[config.mk]
export PLATFORM = sky130hd
export DESIGN_NAME = burst_col_seq
export DESIGN_NICKNAME = d
export VERILOG_FILES = /design/src/rtl/bcas_pkg.sv /design/src/rtl/bcas_addr_gen.sv /design/src/rtl/bcas_beat_track.sv /design/src/rtl/burst_col_seq.sv
export SDC_FILE = /design/constraint.sdc
export NUM_CORES = 1
export LEC_CHECK = 0
export CAP_MARGIN = 5
export CORE_UTILIZATION = 41
export DETAILED_ROUTE_END_ITERATION = 6
export GPL_TIMING_DRIVEN = 0
export PLACE_DENSITY = 0.74
export SLEW_MARGIN = 20
export SYNTH_ARGS = -nofsm -noshare
export SYNTH_HDL_FRONTEND = slang
export SYNTH_SLANG_ARGS = --single-unit
[constraint.sdc]
create_clock -name clk -period 1.9 [get_ports clk]
set_input_delay 0.38 -clock clk [delete_from_list [all_inputs] [get_ports clk]]
set_output_delay 0.38 -clock clk [all_outputs]
set_load 0.005 [all_outputs]
[src/rtl/bcas_pkg.sv]
package bcas_pkg;

    localparam int IDX_W = 3;

    typedef enum logic [1:0] {
        BL_TWO   = 2'b00,
        BL_FOUR  = 2'b01,
        BL_EIGHT = 2'b10,
        BL_SPARE = 2'b11
    } bl_code_e;

    typedef enum logic {
        ORD_WRAP = 1'b0,
        ORD_FLIP = 1'b1
    } order_e;

    function automatic logic [IDX_W-1:0] field_mask(bl_code_e code);
        case (code)
            BL_TWO:  return 3'b001;
            BL_FOUR: return 3'b011;
            default: return 3'b111;
        endcase
    endfunction

endpackage

[src/rtl/bcas_addr_gen.sv]
module bcas_addr_gen
    import bcas_pkg::*;
#(
    parameter int COL_W = 9
) (
    input  logic [COL_W-1:0] base,
    input  logic [IDX_W-1:0] idx,
    input  logic [IDX_W-1:0] mask,
    input  order_e           order,
    output logic [COL_W-1:0] addr
);

    logic [IDX_W-1:0] low_base;
    logic [IDX_W-1:0] wrap_low;
    logic [IDX_W-1:0] flip_low;
    logic [IDX_W-1:0] pick_low;

    always_comb begin
        low_base = base[IDX_W-1:0];
        wrap_low = low_base + idx;
        flip_low = low_base ^ idx;
        pick_low = (order == ORD_FLIP) ? flip_low : wrap_low;
    end

    assign addr[COL_W-1:IDX_W] = base[COL_W-1:IDX_W];

    for (genvar b = 0; b < IDX_W; b++) begin : g_bit
        assign addr[b] = mask[b] ? pick_low[b] : low_base[b];
    end

endmodule

[src/rtl/bcas_beat_track.sv]
module bcas_beat_track
    import bcas_pkg::*;
(
    input  logic             clk,
    input  logic             rst_n,
    input  logic             start,
    input  logic [IDX_W-1:0] mask,
    output logic [IDX_W-1:0] idx,
    output logic             active,
    output logic             first,
    output logic             last
);

    typedef struct packed {
        logic             act;
        logic [IDX_W-1:0] idx;
    } trk_t;

    trk_t trk_d, trk_q;

    always_comb begin
        trk_d = trk_q;
        if (start) begin
            trk_d.act = 1'b1;
            trk_d.idx = '0;
        end else if (trk_q.act) begin
            if (trk_q.idx == mask) begin
                trk_d.act = 1'b0;
                trk_d.idx = '0;
            end else begin
                trk_d.idx = trk_q.idx + 1'b1;
            end
        end
    end

    always_ff @(posedge clk or negedge rst_n) begin
        if (!rst_n) trk_q <= '0;
        else        trk_q <= trk_d;
    end

    assign idx    = trk_q.idx;
    assign active = trk_q.act;
    assign first  = trk_q.act && (trk_q.idx == '0);
    assign last   = trk_q.act && (trk_q.idx == mask);

    p_idx_in_field_r3: assert property (@(posedge clk) disable iff (!rst_n)
        active |-> ((idx & ~mask) == '0));

    p_step_r3: assert property (@(posedge clk) disable iff (!rst_n)
        (active && !last && !start) |=> (active && idx == $past(idx) + 1'b1));

endmodule

[src/rtl/burst_col_seq.sv]
module burst_col_seq
    import bcas_pkg::*;
#(
    parameter int COL_W = 9
) (
    input  logic             clk,
    input  logic             rst_n,
    input  logic             start,
    input  logic [COL_W-1:0] col_in,
    input  logic [1:0]       bl_sel,
    input  logic             burst_type,
    output logic [COL_W-1:0] col_out,
    output logic             valid,
    output logic             first_beat,
    output logic             last_beat
);

    typedef struct packed {
        logic [COL_W-1:0] base;
        logic [IDX_W-1:0] mask;
        order_e           order;
    } cfg_t;

    cfg_t cfg_d, cfg_q;

    logic [IDX_W-1:0] beat_idx;
    logic             beat_act;
    logic [COL_W-1:0] gen_addr;

    always_comb begin
        cfg_d = cfg_q;
        if (start) begin
            cfg_d.base  = col_in;
            cfg_d.mask  = field_mask(bl_code_e'(bl_sel));
            cfg_d.order = order_e'(burst_type);
        end
    end

    always_ff @(posedge clk or negedge rst_n) begin
        if (!rst_n) cfg_q <= '0;
        else        cfg_q <= cfg_d;
    end

    bcas_beat_track u_track (
        .clk    (clk),
        .rst_n  (rst_n),
        .start  (start),
        .mask   (cfg_q.mask),
        .idx    (beat_idx),
        .active (beat_act),
        .first  (first_beat),
        .last   (last_beat)
    );

    bcas_addr_gen #(.COL_W(COL_W)) u_gen (
        .base  (cfg_q.base),
        .idx   (beat_idx),
        .mask  (cfg_q.mask),
        .order (cfg_q.order),
        .addr  (gen_addr)
    );

    assign valid   = beat_act;
    assign col_out = beat_act ? gen_addr : '0;

    p_beat0_after_start_r2: assert property (@(posedge clk) disable iff (!rst_n)
        start |=> (valid && first_beat && col_out == $past(col_in)));

    p_upper_hold_r6: assert property (@(posedge clk) disable iff (!rst_n)
        (valid && $past(valid) && !$past(start))
            |-> (col_out[COL_W-1:IDX_W] == $past(col_out[COL_W-1:IDX_W])));

    p_drop_after_last_r7: assert property (@(posedge clk) disable iff (!rst_n)
        (last_beat && !start) |=> !valid);

    p_idle_quiet_r1: assert property (@(posedge clk) disable iff (!rst_n)
        !valid |-> (col_out == '0 && !first_beat && !last_beat));

    p_flags_apart_r3: assert property (@(posedge clk) disable iff (!rst_n)
        !(first_beat && last_beat));

endmodule

After elaboration in Yosys (flattened, before gate mapping)
Index checks and enable logic that the tools add are counted.
{"block": "totals", "ff_bits": 17, "in_bits": 15, "out_inout_bits": 12, "wordCells": 25}
{"block": "classes", "add_sub_neg": 2, "n_eq_ne": 2, "mux": 10, "bitwise_logic": 1, "n_reduce_logical": 5}
{"op": "$mux 9", "n": 1}
{"op": "$mux 4", "n": 2}
{"op": "$mux 3", "n": 2}
{"op": "$pmux 3 s2", "n": 1}
{"op": "$mux 1", "n": 4}
{"op": "$add 3x1->3 const B", "n": 1}
{"op": "$add 3x3->3", "n": 1}
{"op": "$eq 3x3->1", "n": 1}
{"op": "$logic_not 3->1", "n": 1}
{"op": "$xor 3x3->3", "n": 1}
{"op": "$eq 2x1->1 const B", "n": 1}
{"op": "$logic_and 1x1->1", "n": 2}
{"op": "$logic_not 2->1", "n": 1}
{"op": "$reduce_bool 2->1", "n": 1}

Depth between registers and ports, before layout
Gate-level depths: netlist of the first run.
{"block": "depth", "ltp_word": 4, "ltp_mapped": 6}

Hierarchy
Synthesis of the first run repeated with hierarchy kept, for this count alone.
{"block": "hier_totals", "hier_cells": 87, "area_unflattened_um2": 989.7}
{"mod": "burst_col_seq", "instances": 1, "cells_each": 38, "area_each_um2": 561.8, "seq_area_each_um2": 325.3}
{"mod": "bcas_beat_track", "instances": 1, "cells_each": 29, "area_each_um2": 270.3, "seq_area_each_um2": 100.1}
{"mod": "bcas_addr_gen", "instances": 1, "cells_each": 20, "area_each_um2": 157.7, "seq_area_each_um2": 0.0}

Worst setup path before layout of the first run
Ideal clock, no wire load.
{"block": "synth_timing", "path_kind": "flip-flop to output port", "startpoint": "reg u_track.trk_q (netlist bit u_track.idx[0])", "endpoint": "out col_out[2]", "arrival_ps": 1554, "path_slack_ps": -34, "path_stages_with_launch": 7, "path_buffers": 0, "cell_sequence": "dfrtp_1 ha_1 inv_1 fa_1 o21a_1 o21ai_0 mux2i_1"}
{"block": "synth_via", "elab_chain_cells": 4}
{"item": "from (decl)", "line_no": "bcas_beat_track.sv:19", "source": "trk_t trk_d, trk_q;"}
{"item": "from (signal assigned)", "line_no": "bcas_beat_track.sv:38", "source": "else trk_q <= trk_d;"}
{"item": "$add 3x3->3", "line_no": "bcas_addr_gen.sv:20", "source": "wrap_low = low_base + idx;"}
{"item": "$mux 3", "line_no": "bcas_addr_gen.sv:22", "source": "pick_low = (order == ORD_FLIP) ? flip_low : wrap_low;"}
{"item": "$mux 1", "line_no": "bcas_addr_gen.sv:28", "source": "assign addr[b] = mask[b] ? pick_low[b] : low_base[b];"}
{"item": "$mux 9", "line_no": "burst_col_seq.sv:64", "source": "assign col_out = beat_act ? gen_addr : '0;"}
{"item": "to (decl)", "line_no": "burst_col_seq.sv:12", "source": "output logic [COL_W-1:0] col_out,"}
No other way between the ends.

Final worst setup path of the first run
{"block": "layout_timing", "startpoint": "reg u_track.trk_q (netlist bit u_track.idx[0])", "endpoint": "out col_out[1]"}
Same word-level chain as after synthesis.

==> results of run 1 <==
## flip-flops by register name (all words and copies together), names as in the netlist
signal,count
u_track.active,1
u_track.idx,3
cfg_q,13
## layer usage
| layer | track usage (%) | share of wire, % |
|---|---|---|
| met5 | 0 | 0 |
| met4 | 5.71 | 0.47 |
| met3 | 2.78 | 3.7 |
| met2 | 31.1 | 55 |
| met1 | 22.3 | 41 |
## layout by cell type, fill, tap and decap left out, types with 2 or more instances in the layout
cell                              instances
sky130_fd_sc_hd__buf_4                    5
sky130_fd_sc_hd__clkdlybuf4s50_1         20
sky130_fd_sc_hd__ha_1                     3
sky130_fd_sc_hd__buf_2                    5
sky130_fd_sc_hd__mux2_2                  10
sky130_fd_sc_hd__nand2_1                  4
sky130_fd_sc_hd__buf_6                    3
sky130_fd_sc_hd__inv_1                    4
sky130_fd_sc_hd__nor2_1                   3
sky130_fd_sc_hd__clkbuf_4                 3
sky130_fd_sc_hd__and2_1                   7
sky130_fd_sc_hd__dfrtp_1                 16
sky130_fd_sc_hd__nor3_1                   2
sky130_fd_sc_hd__nand2b_1                 2
sky130_fd_sc_hd__mux2i_1                  2
sky130_fd_sc_hd__a21oi_1                  4
## area by class of cell
type                    count  area [um^2]
fillers                   186          716
multi-input cells          57          515
flip-flops and latches     17          427
repair buffers             31          282
well taps                  27         33.8
clock buffers               4         26.3
plain buffers               3         23.8
inverters                   5         18.8
## stage by stage
| stage | utilization [%] | setup WS [ps] | setup TNS (ps) |
|---|---|---|---|
| 2_1_floorplan | - | 15.0 | 0 |
| 3_3_place_gp | 59.1 | -570 | -1040 |
| 3_5_place_dp | 59.1 | -560 | -1110 |
| 4_1_cts | 61.2 | -327 | -902 |
| 5_1_grt | 65.0 | -411 | -898 |
| 6_report | 65.0 | -327 | -615 |
## power groups by stage
| stage | Clock, mW | Sequential, mW | Combinational [mW] |
|---|---|---|---|
| final | 0.185 | 0.451 | 0.478 |
| after global routing | 0.206 | 0.458 | 0.534 |
| after CTS | 0.192 | 0.444 | 0.424 |
| after detailed placement | 0 | 0.464 | 0.407 |
| after global placement | 0 | 0.460 | 0.397 |
| after floorplan | 0 | 0.450 | 0.222 |
## repair_timing
| action | in CTS | in global routing |
|---|---|---|
| buffers inserted | 3 | 3 |
| setup endpoints to repair | 11 | 10 |
| resized for setup | 20 | 14 |
| pin swaps | 5 | 5 |
| hold buffers | 0 | 0 |
## cell families (layout without fill, tap and decap cells)
logic type                 after synthesis  after routing  share of synthesized area, %
and+or+nand+nor                         25             25                          16.1
adders and majority gates                5              5                          7.59
muxes                                   12             12                          14.4
AOI/OAI and AO/OA                       11             11                          7.32
xor gates and xnor gates                 4              4                          4.61
buffers and inverters                    8             43                          3.93
DFF                                     17             17                          46.1
## path summary, 6_finish.rpt
path / from / endpoint / slack, ps / depth (start not counted)
min in group asynchronous: rst_n / cfg_q[5] / 550 / 1
max in group asynchronous: rst_n / u_track.idx[0] / 830 / 1
worst min-delay path: cfg_q[10] / cfg_q[10] / 510 / 1
worst max-delay path: u_track.idx[0] / col_out[1] / -330 / 7
worst min register to register: cfg_q[10] / cfg_q[10] / 510 / 1
worst max register to register: u_track.idx[0] / u_track.idx[0] / 440 / 7
==> impl_summary.md, run 1 <==
Status
The run finished, with violations left. The final reports fail on negative setup slack.

STA
The smallest hold slack is between 500 and 600 ps. The slew at the pin closest to its max-slew limit is approximately 770 ps. After layout, the worst setup slack is -327 ps. The count of final hold-check violations came to 0. The setup violation total in the final timing report is 2. The highest clock frequency the design can meet is roughly 0.45 GHz.

The worst relative slew slack is roughly half. The fraction of the cycle the final worst path needs is 117%. Setup repair after global routing could not meet its margin everywhere. The setup clock skew after layout is roughly 4.8 ps. The final period demand of the worst path is around 2200 ps. The number of slew-limit violations in the final report came to 0.

Clocking
CTS placed an instance of sky130_fd_sc_hd__clkbuf_4 at the clock tree root. In this run the number of H-tree levels came out at 1. The clock sink count is 17.

The clock network latency to the later pin of the worst-skew pair is 280 ps. The clock-pin transition on the worst setup and hold timing paths is roughly 90 ps. The clock passes through at most 2 buffers. TritonCTS built the clock tree. The clock buffer count from CTS is 3.

Placement
The post-detailed-placement half-perimeter wirelength is between 1000 and 1500 um. The cell count after placement is 134. The routability congestion estimate from global placement is 0.841. After detailed placement, the total cell area comes to 0.00121 mm^2. The total of buffers placed on input and output ports is 25.

Floorplanning
Once the floorplan was initialized, standard cells occupied between 40% and 50% of the core. The initialized floorplan defines 16 standard-cell rows. In this run the standard cell core region covers 0.00204 mm^2. The die boundary width is between 40 and 50 um. During I/O placement, the number of pins put on the boundary was 27. The height of the die is 49.5 um. The die outline area is 0.00245 mm^2.

Synth
The share of flip-flops with an asynchronous set or reset after synthesis is 100%. The largest area contributor in the netlist is sky130_fd_sc_hd__dfrtp_1. Summing every instance area after synthesis gives 923 um^2. The synthesized area divided by synthesized cell count is about 11 um^2. Yosys mapped a number of flops with a built-in enable equal to 0. For this run, the leading register cell type out of synthesis is sky130_fd_sc_hd__dfrtp_1. The synthesized netlist cell count is between 80 and 90. The Yosys warning count is 0. In the synthesized netlist, the cells that appear most often are sky130_fd_sc_hd__dfrtp_1 (17), sky130_fd_sc_hd__mux2_2 (10), sky130_fd_sc_hd__and2_1 (7). Of the synthesized area, sequential elements account for 46.1%. The area share of the largest cell type after synthesis is between 40% and 50%. The number of unique standard cell types used by synthesis is 28. Counting every net in the synthesized netlist gives between 100 and 150. The register bit count reported by yosys is 17.

Sorting the synthesized cells by area gives the leading types as sky130_fd_sc_hd__dfrtp_1 (46%), sky130_fd_sc_hd__mux2_2 (12%), sky130_fd_sc_hd__ha_1 (5.4%). The leading cell type by number of instances after synthesis is sky130_fd_sc_hd__dfrtp_1.

Power and ir drop
The fraction of power spent switching nets is 31.9%. The total power is ~1.1 mW. The internal portion of total power is ~760 uW. Registers are responsible for approximately two fifths of the overall power. The power density over the cells is roughly 840 mW/mm^2. The combinational group share of total power is around 43%.

The static leakage is about 0.57 nW. The portion of total power attributed to the clock network is between 10% and 20%. The peak supply drop is 0.497 mV. The net load switching power is ~360 uW.

Setup path
The critical path goes through ha_4, inv_2, fa_2, nor2_2, o21ai_1, a21oi_1, buf_2. The path type of the worst setup path is register to primary output. In this design, the largest share of critical-path delay is due to adder cells. The number of buffers and inverters on the critical path is 2. The critical-path cell with the highest stage delay is sky130_fd_sc_hd__dfrtp_2. The startpoint class of the critical path is a register. In this design, the stage delay of the slowest critical-path cell is about 440 ps. The endpoint arrival time on the critical path is ~1900 ps.

In this run the worst path has a maximum fanout of 2. For the worst setup path, the data required time is ~1500 ps. The type of element capturing the critical path is a primary output.

Global route
Entering global routing, the biggest net connects 18 pins. The total overflow reported by the global router is 0. The number of global-route vias before repair was between 700 and 800. The number of antenna violations at the first check in global routing is 0. The first global-routing pass estimated 3350 um of wire. The total global routing track utilization is roughly 18%.

Finish
The repair_antennas step left the layout with diodes totalling 0. Of the cells placed in the final design, the portion with a size suffix greater than 1 is between 30% and 40%. At the end of the flow, the number of nets in the layout was between 100 and 150. The non-filler instance count after layout is roughly 140. After routing the design area is 0.00133 mm^2. The area growth from synthesis to layout is 43.6%.

Route
The final routed wire length divided by cell count is approximately 13 um. The first detailed-routing pass ran for 4 iterations. Dividing the detail-routed via count by the number of cells gives a little under 5. The number of DRC violations after detailed routing is 0. After detailed routing, the total wire length is between 1500 and 2000 um.

Summing over every cut layer, the via total after detailed routing is 695. For this block, the initial DRC count from the detailed router was 4. Once detail routing completed, the nets flagged for antenna violations numbered 0.

Flow run
Max-cap violations in this run came to 0.

Hold path
The classification of the worst-slack hold path is register to register.
Power figures use the tool's default switching activity.
==> run 2: changes to the inputs <==
--- a/config.mk
+++ b/config.mk
@@ -7,10 +7,11 @@
 export LEC_CHECK = 0
 export CAP_MARGIN = 5
 export CORE_UTILIZATION = 41
+export CTS_CLUSTER_DIAMETER = 120
 export DETAILED_ROUTE_END_ITERATION = 6
 export GPL_TIMING_DRIVEN = 0
 export PLACE_DENSITY = 0.74
-export SLEW_MARGIN = 20
 export SYNTH_ARGS = -nofsm -noshare
 export SYNTH_HDL_FRONTEND = slang
 export SYNTH_SLANG_ARGS = --single-unit
+export TNS_END_PERCENT = 30
==> run 2 against run 1 <==
  * Critical endpoint unchanged
  * Clock skew barely moved
  * Critical path type unchanged
  * Final cell count fell by 1.4%
  * Sequential share of layout area increased by 1.3 points
  * Fmax is essentially flat
  * The flow still finishes with violations (negative setup slack)
  * Die area is the same
  * Register-to-register slack better by 90 ps
  * Wire length shrank 0.78%
==> impl_summary.md, run 2 (synthesis gave the netlist of run 1 again) <==
Global route
The total global routing track utilization is about 18%. The first global-routing pass estimated approximately 3300 um of wire. The number of global-route vias before repair came to a little under 800. Summed over all layers, the global routing overflow is 0. The number of antenna violations at the first check in global routing is 0. The largest net degree at the start of global routing is 18.

Clocking
CTS built an H-tree with a depth of 1. For the worst-skew pair, the clock arrives at the later sink with an insertion delay of about 280 ps. In this run the deepest clock path goes through 2 buffers.

The CTS tree is yes. The clock-pin transition on the worst setup and hold timing paths is around 90 ps. CTS saw 17 sinks. Clock tree synthesis selected as its root buffer the cell sky130_fd_sc_hd__clkbuf_4.

The clock buffer count from CTS is 3.

Route
The number of DRC violations after detailed routing is 0. In this run the remaining antenna-violating nets after routing total 0. Dividing the detail-routed via count by the number of cells gives 4.93. After detailed routing, the average wire length per cell comes to about 13 um. The routed layout has 700 vias. The number of iterations in the first detailed-routing pass is 3. The final layout contains routed wiring with a total length of 1900 um. The violation count after the first detailed-route iteration is 3.

Setup path
For flop-to-flop paths, the worst setup slack is ~530 ps. The worst register-to-register path begins at u_track.idx[1]. STA puts the critical path data arrival time at between 1500 and 2000 ps.

STA classifies the critical path endpoint as a primary output. The startpoint class of the critical path is a register. The worst endpoint required time is 1520 ps. In this run the worst setup path terminates at col_out[1].

The largest fanout of any net on the critical path is 2. The critical path startpoint is u_track.idx[0]. The end of the worst register-to-register path is u_track.idx[0]. The path type of the worst setup path is register to primary output. For the worst flop-to-flop path, the logic depth is 5.

Power and ir drop
In this run the power density over the cells is 843 mW/mm^2. The peak supply drop is approximately 0.50 mV. The total power is approximately 1.1 mW. Summed over all cells, the static leakage comes to around 0.56 nW.

Floorplanning
In this run the count of I/O pins placed on the die edge is 27. The floorplan step defined a core boundary enclosing 0.00204 mm^2. The effective utilization at floorplan is ~45%.

The die outline area is roughly 0.0024 mm^2. The total number of placement rows is 16. The height of the die is about 50 um.

The die boundary width is between 40 and 50 um.

Placement
The total of buffers placed on input and output ports is 25. At the placement stage, the worst setup path has a slack of -560 ps. The post-detailed-placement half-perimeter wirelength is 1350 um. The routability congestion estimate from global placement is 0.841.

Finish
The fill cell instance count of the final layout is 190. In the final design database the tool counted 136 nets. From synthesis to final layout, the design area changed by 38.2%. The library cell used most frequently in the layout, excluding fill and tap cells, is sky130_fd_sc_hd__clkdlybuf4s50_1.

0 antenna diodes ended up in the layout. In the final layout, the multi-input gates occupy 488 um^2. The register with the most flip-flops in the final layout is cfg_q. The storage element area is between 400 and 500 um^2. For this run, the share of the core covered by cells in the final layout is a little over three fifths. The register with the most flip-flops in the layout has 13 of them.

Cells with a size suffix above 1 make up 31.3% of the layout. The top cell types in the final layout, fill and taps aside, are sky130_fd_sc_hd__clkdlybuf4s50_1 (20), sky130_fd_sc_hd__dfrtp_1 (16), sky130_fd_sc_hd__mux2_2 (10).

Hold path
The min-delay analysis places its worst path in the category register to register.

STA
For the pin with the worst max-slew slack, the measured transition is 788 ps. Counting I/O delays and the setup requirement, the final critical path takes 2230 ps. The count of final hold-check violations is 0. Final hold analysis gives a worst-case slack of around 510 ps. The setup violation total in the final timing report is 2. Measured against its own limit, the worst slew margin works out to a little under half. Timing would allow up to ~0.45 GHz. For the final database, setup skew stands at ~4.4 ps.

The fraction of the cycle the final worst path needs is 117%. The setup TNS after final layout is -616 ps. Setup repair after global routing could not meet its margin everywhere. The post-route worst setup slack is -327 ps. The number of slew-limit violations in the final report is 0.

Flow run
The max-cap violation count is 0.

Status
The run finished, with violations left. The final reports fail on negative setup slack.
-- run 2: cell count changes in the layout (fill, tap and decap cells not counted), sizes merged --
cell    before  now
buf         13   10
clkbuf       4    5
-- run 2: layout make-up --
type / count / share of cell area, %
Buffer: 3 / 1.86
Clock buffer: 4 / 2.06
Inverter: 5 / 1.47
Multi-Input combinational cell: 57 / 38.2
Sequential cell: 17 / 33.4
Tap cell: 27 / 2.65
Timing Repair Buffer: 29 / 20.3
-- run 2: metrics by stage --
stage | std cells | area (um^2)
floorplan | 82 | 923
global placement | 134 | 1210
detailed placement | 134 | 1210
CTS | 141 | 1250
global route | 142 | 1280
finish | 142 | 1280
-- run 2: how the worst min path moves through the flow --
| stage | from | endpoint | slack, ps | cells after the start |
|---|---|---|---|---|
| 3_5_place_dp | cfg_q[10] | cfg_q[10] | 490 | 1 |
| 6_report | cfg_q[10] | cfg_q[10] | 510 | 1 |
| 2_1_floorplan | rst_n | cfg_q[0] | 80 | 0 |
| 4_1_cts | cfg_q[10] | cfg_q[10] | 510 | 1 |
| 3_3_place_gp | cfg_q[9] | cfg_q[9] | 480 | 1 |
| 5_1_grt | cfg_q[7] | cfg_q[7] | 530 | 1 |
-- run 2: worst max-delay path: stages (launching register included) --
cell and delay (ps):
sky130_fd_sc_hd__dfrtp_2 440, sky130_fd_sc_hd__ha_4 160, sky130_fd_sc_hd__inv_2 50, sky130_fd_sc_hd__fa_2 430, sky130_fd_sc_hd__nor2_2 100, sky130_fd_sc_hd__o21ai_1 70, sky130_fd_sc_hd__a21oi_1 180, sky130_fd_sc_hd__buf_2 140
-- run 2: layer usage --
layer  track usage [%]  share of wire [%]  vias up
li1                  -                  -      341
met1              22.3                 42      336
met2              31.1                 53       21
met3              2.78                4.4        2
met4              5.71               0.47        0
met5                 0                  0        -
-- run 2: what timing repair did --
action	in CTS	in global routing
pin swaps	5	4
hold buffers	0	0
endpoints found under the setup margin	11	10
setup buffers	3	1
gates cloned	0	0
resized for setup	20	8
-- run 2: power breakdown --
part	total (mW)	internal, mW	switching (mW)
sequential	0.450	0.407	0.0436
combinational	0.440	0.247	0.193
clock	0.186	0.0813	0.105
total	1.08	0.735	0.341
==> run 3: changes to the inputs <==
--- a/config.mk
+++ b/config.mk
@@ -6,12 +6,13 @@
 export NUM_CORES = 1
 export LEC_CHECK = 0
 export CAP_MARGIN = 5
-export CORE_UTILIZATION = 41
+export CORE_UTILIZATION = 42
 export CTS_CLUSTER_DIAMETER = 120
 export DETAILED_ROUTE_END_ITERATION = 6
 export GPL_TIMING_DRIVEN = 0
 export PLACE_DENSITY = 0.74
 export SYNTH_ARGS = -nofsm -noshare
 export SYNTH_HDL_FRONTEND = slang
+export SYNTH_HIERARCHICAL = 1
 export SYNTH_SLANG_ARGS = --single-unit
 export TNS_END_PERCENT = 30
==> constraint.sdc (replaced) <==
create_clock -name clk -period 1.9 [get_ports clk]
set_input_delay 0.285 -clock clk [delete_from_list [all_inputs] [get_ports clk]]
set_output_delay 0.285 -clock clk [all_outputs]
set_load 0.005 [all_outputs]
==> run 3 against run 2 <==
  * The flow still finishes with violations (negative setup slack)
  * Non-clock buffer count increased by 4
  * Flip-flop and latch count unchanged
  * Largest cell class unchanged
  * Clock power increased by 8%
  * Via count increased by 2.3%
  * Total power decreased by 2.1%
==> impl_summary.md, run 3 <==
Status
The run finished, with violations left. The checks that failed: negative setup slack.

Clocking
The maximum level of the CTS H-tree is 1. The number of clock buffers added by TritonCTS is 3. The tree built by TritonCTS fans out to 17 sinks. The quantity of hold-fixing buffers added after cts is 0.

Clock tree synthesis selected as its root buffer the cell sky130_fd_sc_hd__clkbuf_4. The number of buffers between clock root and the deepest sink is 2. The clock network latency to the later pin of the worst-skew pair is between 200 and 300 ps. Clock-pin slew was measured on the worst setup and hold paths at approximately 100 ps. TritonCTS built the clock tree.

Synth
In this run the mean area of a mapped cell was between 10 and 15 um^2. The cell area after synthesis is approximately 990 um^2. The number of unique standard cell types used by synthesis is 27. Of all cell types, the one taking the most synthesized area is sky130_fd_sc_hd__dfrtp_1. By count the netlist is led by sky130_fd_sc_hd__dfrtp_1 (17), sky130_fd_sc_hd__and2_1 (9), sky130_fd_sc_hd__inv_1 (7), sky130_fd_sc_hd__mux2_4 (7). Of the post-synthesis cell area, the dominant cell type holds a little over two fifths. Ranked by total cell area, the synthesized netlist is headed by sky130_fd_sc_hd__dfrtp_1 (43%), sky130_fd_sc_hd__mux2_4 (11%), sky130_fd_sc_hd__and2_1 (5.7%). The register bit count reported by yosys is 17. sky130_fd_sc_hd__dfrtp_1 is the most common cell in the netlist. Sequential cells were found to cover about 43% of the synthesized design area. For this run, asynchronously set or reset flops after synthesis account for 100%. The number of nets in the synthesized netlist is between 100 and 150. The dominant register cell in the synthesized netlist is sky130_fd_sc_hd__dfrtp_1. Counting flops with a built-in enable in the synthesized netlist gives 0. The Yosys warning count is 6. Synthesis produced a netlist whose cell count is slightly below 90.

STA
The worst relative slew slack is 48.2%. The setup violation total in the final timing report is 2. Setup repair after global routing could not meet its margin everywhere.

In the post-route analysis, the smallest setup slack over all paths is -273 ps. The fraction of the cycle the final worst path needs is 114%. The smallest hold slack is between 400 and 500 ps. The smallest clock period supported by the final layout is computed as ~2200 ps.

At the pin with the least slew margin, the transition time is a little under 800 ps. On the final layout, the worst clock skew is ~3.4 ps. The count of final hold-check violations was 0. The highest clock frequency the design can meet is between 0.4 and 0.5 GHz. The number of slew-limit violations in the final report is 0.

Route
The final layout contains routed wiring with a total length of between 1500 and 2000 um. The residual antenna-violating net count after detailed routing is 0. After detailed routing, the number of vias per cell comes to 4.84. The number of DRC violations after detailed routing is 0. The number of iterations in the first detailed-routing pass is 4.

After detailed routing, the average wire length per cell comes to roughly 13 um. The detailed-route via count is about 720. The violation count after the first detailed-route iteration is 17.

Global route
The total global routing track utilization is between 10% and 20%. Entering global routing, the biggest net connects 18 pins. The number of global-route vias before repair is between 700 and 800. The number of antenna violations at the first check in global routing is 0. The first global-routing pass estimated approximately 3400 um of wire.

The total overflow left after global routing is 0.

Placement
During placement, the flow inserted port buffers numbering 26. OpenSTA, run right after detailed placement, puts the worst setup slack at -474 ps. The routability congestion estimate from global placement is between 0.7 and 0.8.

The post-detailed-placement half-perimeter wirelength is around 1400 um.

Finish
After filler insertion, the fill cell instance count of the layout stands at roughly 190. The flip-flop count of the largest register after layout is 13. The area growth from synthesis to layout is 35.7%. Cells with a size suffix above 1 make up around a third of the layout. The number of antenna diodes is 0. The final net count is 141. The final core utilization is between 60% and 70%. The most flop-heavy register is cfg_q. Leaving out fill and tap cells, the most frequent cell in the layout is sky130_fd_sc_hd__clkdlybuf4s50_1. Summing all multi-input logic gate instances after layout gives roughly 500 um^2. Summing all flip-flop and latch instances after layout gives 429 um^2. The top cell types in the final layout, fill and taps aside, are sky130_fd_sc_hd__clkdlybuf4s50_1 (21), sky130_fd_sc_hd__dfrtp_1 (14), sky130_fd_sc_hd__and2_1 (9), sky130_fd_sc_hd__buf_4 (9), sky130_fd_sc_hd__mux2_4 (7).

Power and ir drop
Summed over all cells, the static leakage comes to 0.586 nW. The peak supply drop is ~0.46 mV. Power spread over the standard cell area amounts to 785 mW/mm^2.

Setup path
The path type of the worst setup path is register to primary output. For the worst setup path, the data arrival time is 1890 ps. The worst endpoint required time is between 1500 and 2000 ps. The worst setup path is launched from a register.

STA classifies the critical path endpoint as a primary output. The largest fanout of any net on the critical path is 2.

Floorplanning
The die outline area is 0.00255 mm^2. For this configuration, the core starts out at a cell density of approximately 45%. For this design the top-level I/O count stands at 27.

The floorplan step set the die width to a little over 50 um. In this run the vertical extent of the chip is roughly 51 um. Row generation in the floorplan step produced 17 rows.

The area of the core is between 0.002 and 0.0025 mm^2.

Hold path
The min-delay analysis places its worst path in the category input pin to async pin.

Flow run
The max-cap violation count is 0.
run 3: worst paths after layout:
path	from	endpoint	slack [ps]	cells after the start
setup / recovery	u_track/idx[0]	col_out[2]	-270	8
hold / removal	rst_n	cfg_q[5]	430	1
setup reg to reg	u_track/idx[1]	u_track/idx[0]	410	4
hold reg to reg	cfg_q[10]	cfg_q[10]	520	1
max in group asynchronous	rst_n	u_track/idx[2]	930	1
min in group clk	cfg_q[10]	cfg_q[10]	520	1
run 3: logic make-up (layout without fill, tap and decap cells):
group           count (synthesis)  count (layout)  share of synthesized area [%]
flops                          17              17                           43.0
compound gates                 12              12                           8.09
buf+inv                        14              47                           8.34
xor+xnor                        4               4                           4.30
mux                            13              13                           17.3
fa+ha+maj                       5               5                           7.08
simple gates                   22              22                           11.9
run 3: critical path: stages, from the launching register on:
cell                      delay (ps)
sky130_fd_sc_hd__dfrtp_1         370
sky130_fd_sc_hd__ha_2            170
sky130_fd_sc_hd__inv_2            40
sky130_fd_sc_hd__fa_2            340
sky130_fd_sc_hd__o21a_1          190
sky130_fd_sc_hd__o21ai_2         130
sky130_fd_sc_hd__xnor2_1         130
sky130_fd_sc_hd__and2_1          140
sky130_fd_sc_hd__buf_2           100
run 3: cell type report:
type                    count  share of cell area, %
flip-flops and latches     17                   32.0
repair buffers             29                   19.8
plain buffers               7                   4.19
inverters                   7                   1.96
well taps                  28                   2.61
clock buffers               4                   1.96
multi-input cells          56                   37.6
run 3: what timing repair did:
action,in CTS,in global routing
buffers inserted,3,0
setup endpoints to repair,5,4
pin swaps,5,2
resized for setup,18,6
run 3: power by group:
group	switching [mW]	internal (mW)	leakage (nW)
clock network	0.118	0.0817	0.0150
registers	0.0420	0.404	0.193
logic	0.168	0.240	0.378
run 3: per-layer routing:
layer  track usage (%)  up-vias  part of all wire, %
met5                 0        -                    0
met4              9.72        0                  1.5
met3              3.64        4                  4.3
met2              30.4       21                   51
met1              23.0      340                   43
li1                  -      351                    -
run 3: metrics by stage:
stage          TNS [ps]  cells  area (um^2)  power, mW
4_1_cts            -639    148         1330       1.05
3_3_place_gp       -847    141         1280      0.840
3_5_place_dp       -838    141         1280      0.849
5_1_grt            -819    148         1340       1.14
6_report           -522    148         1340       1.05
2_1_floorplan         0     87          990      0.664
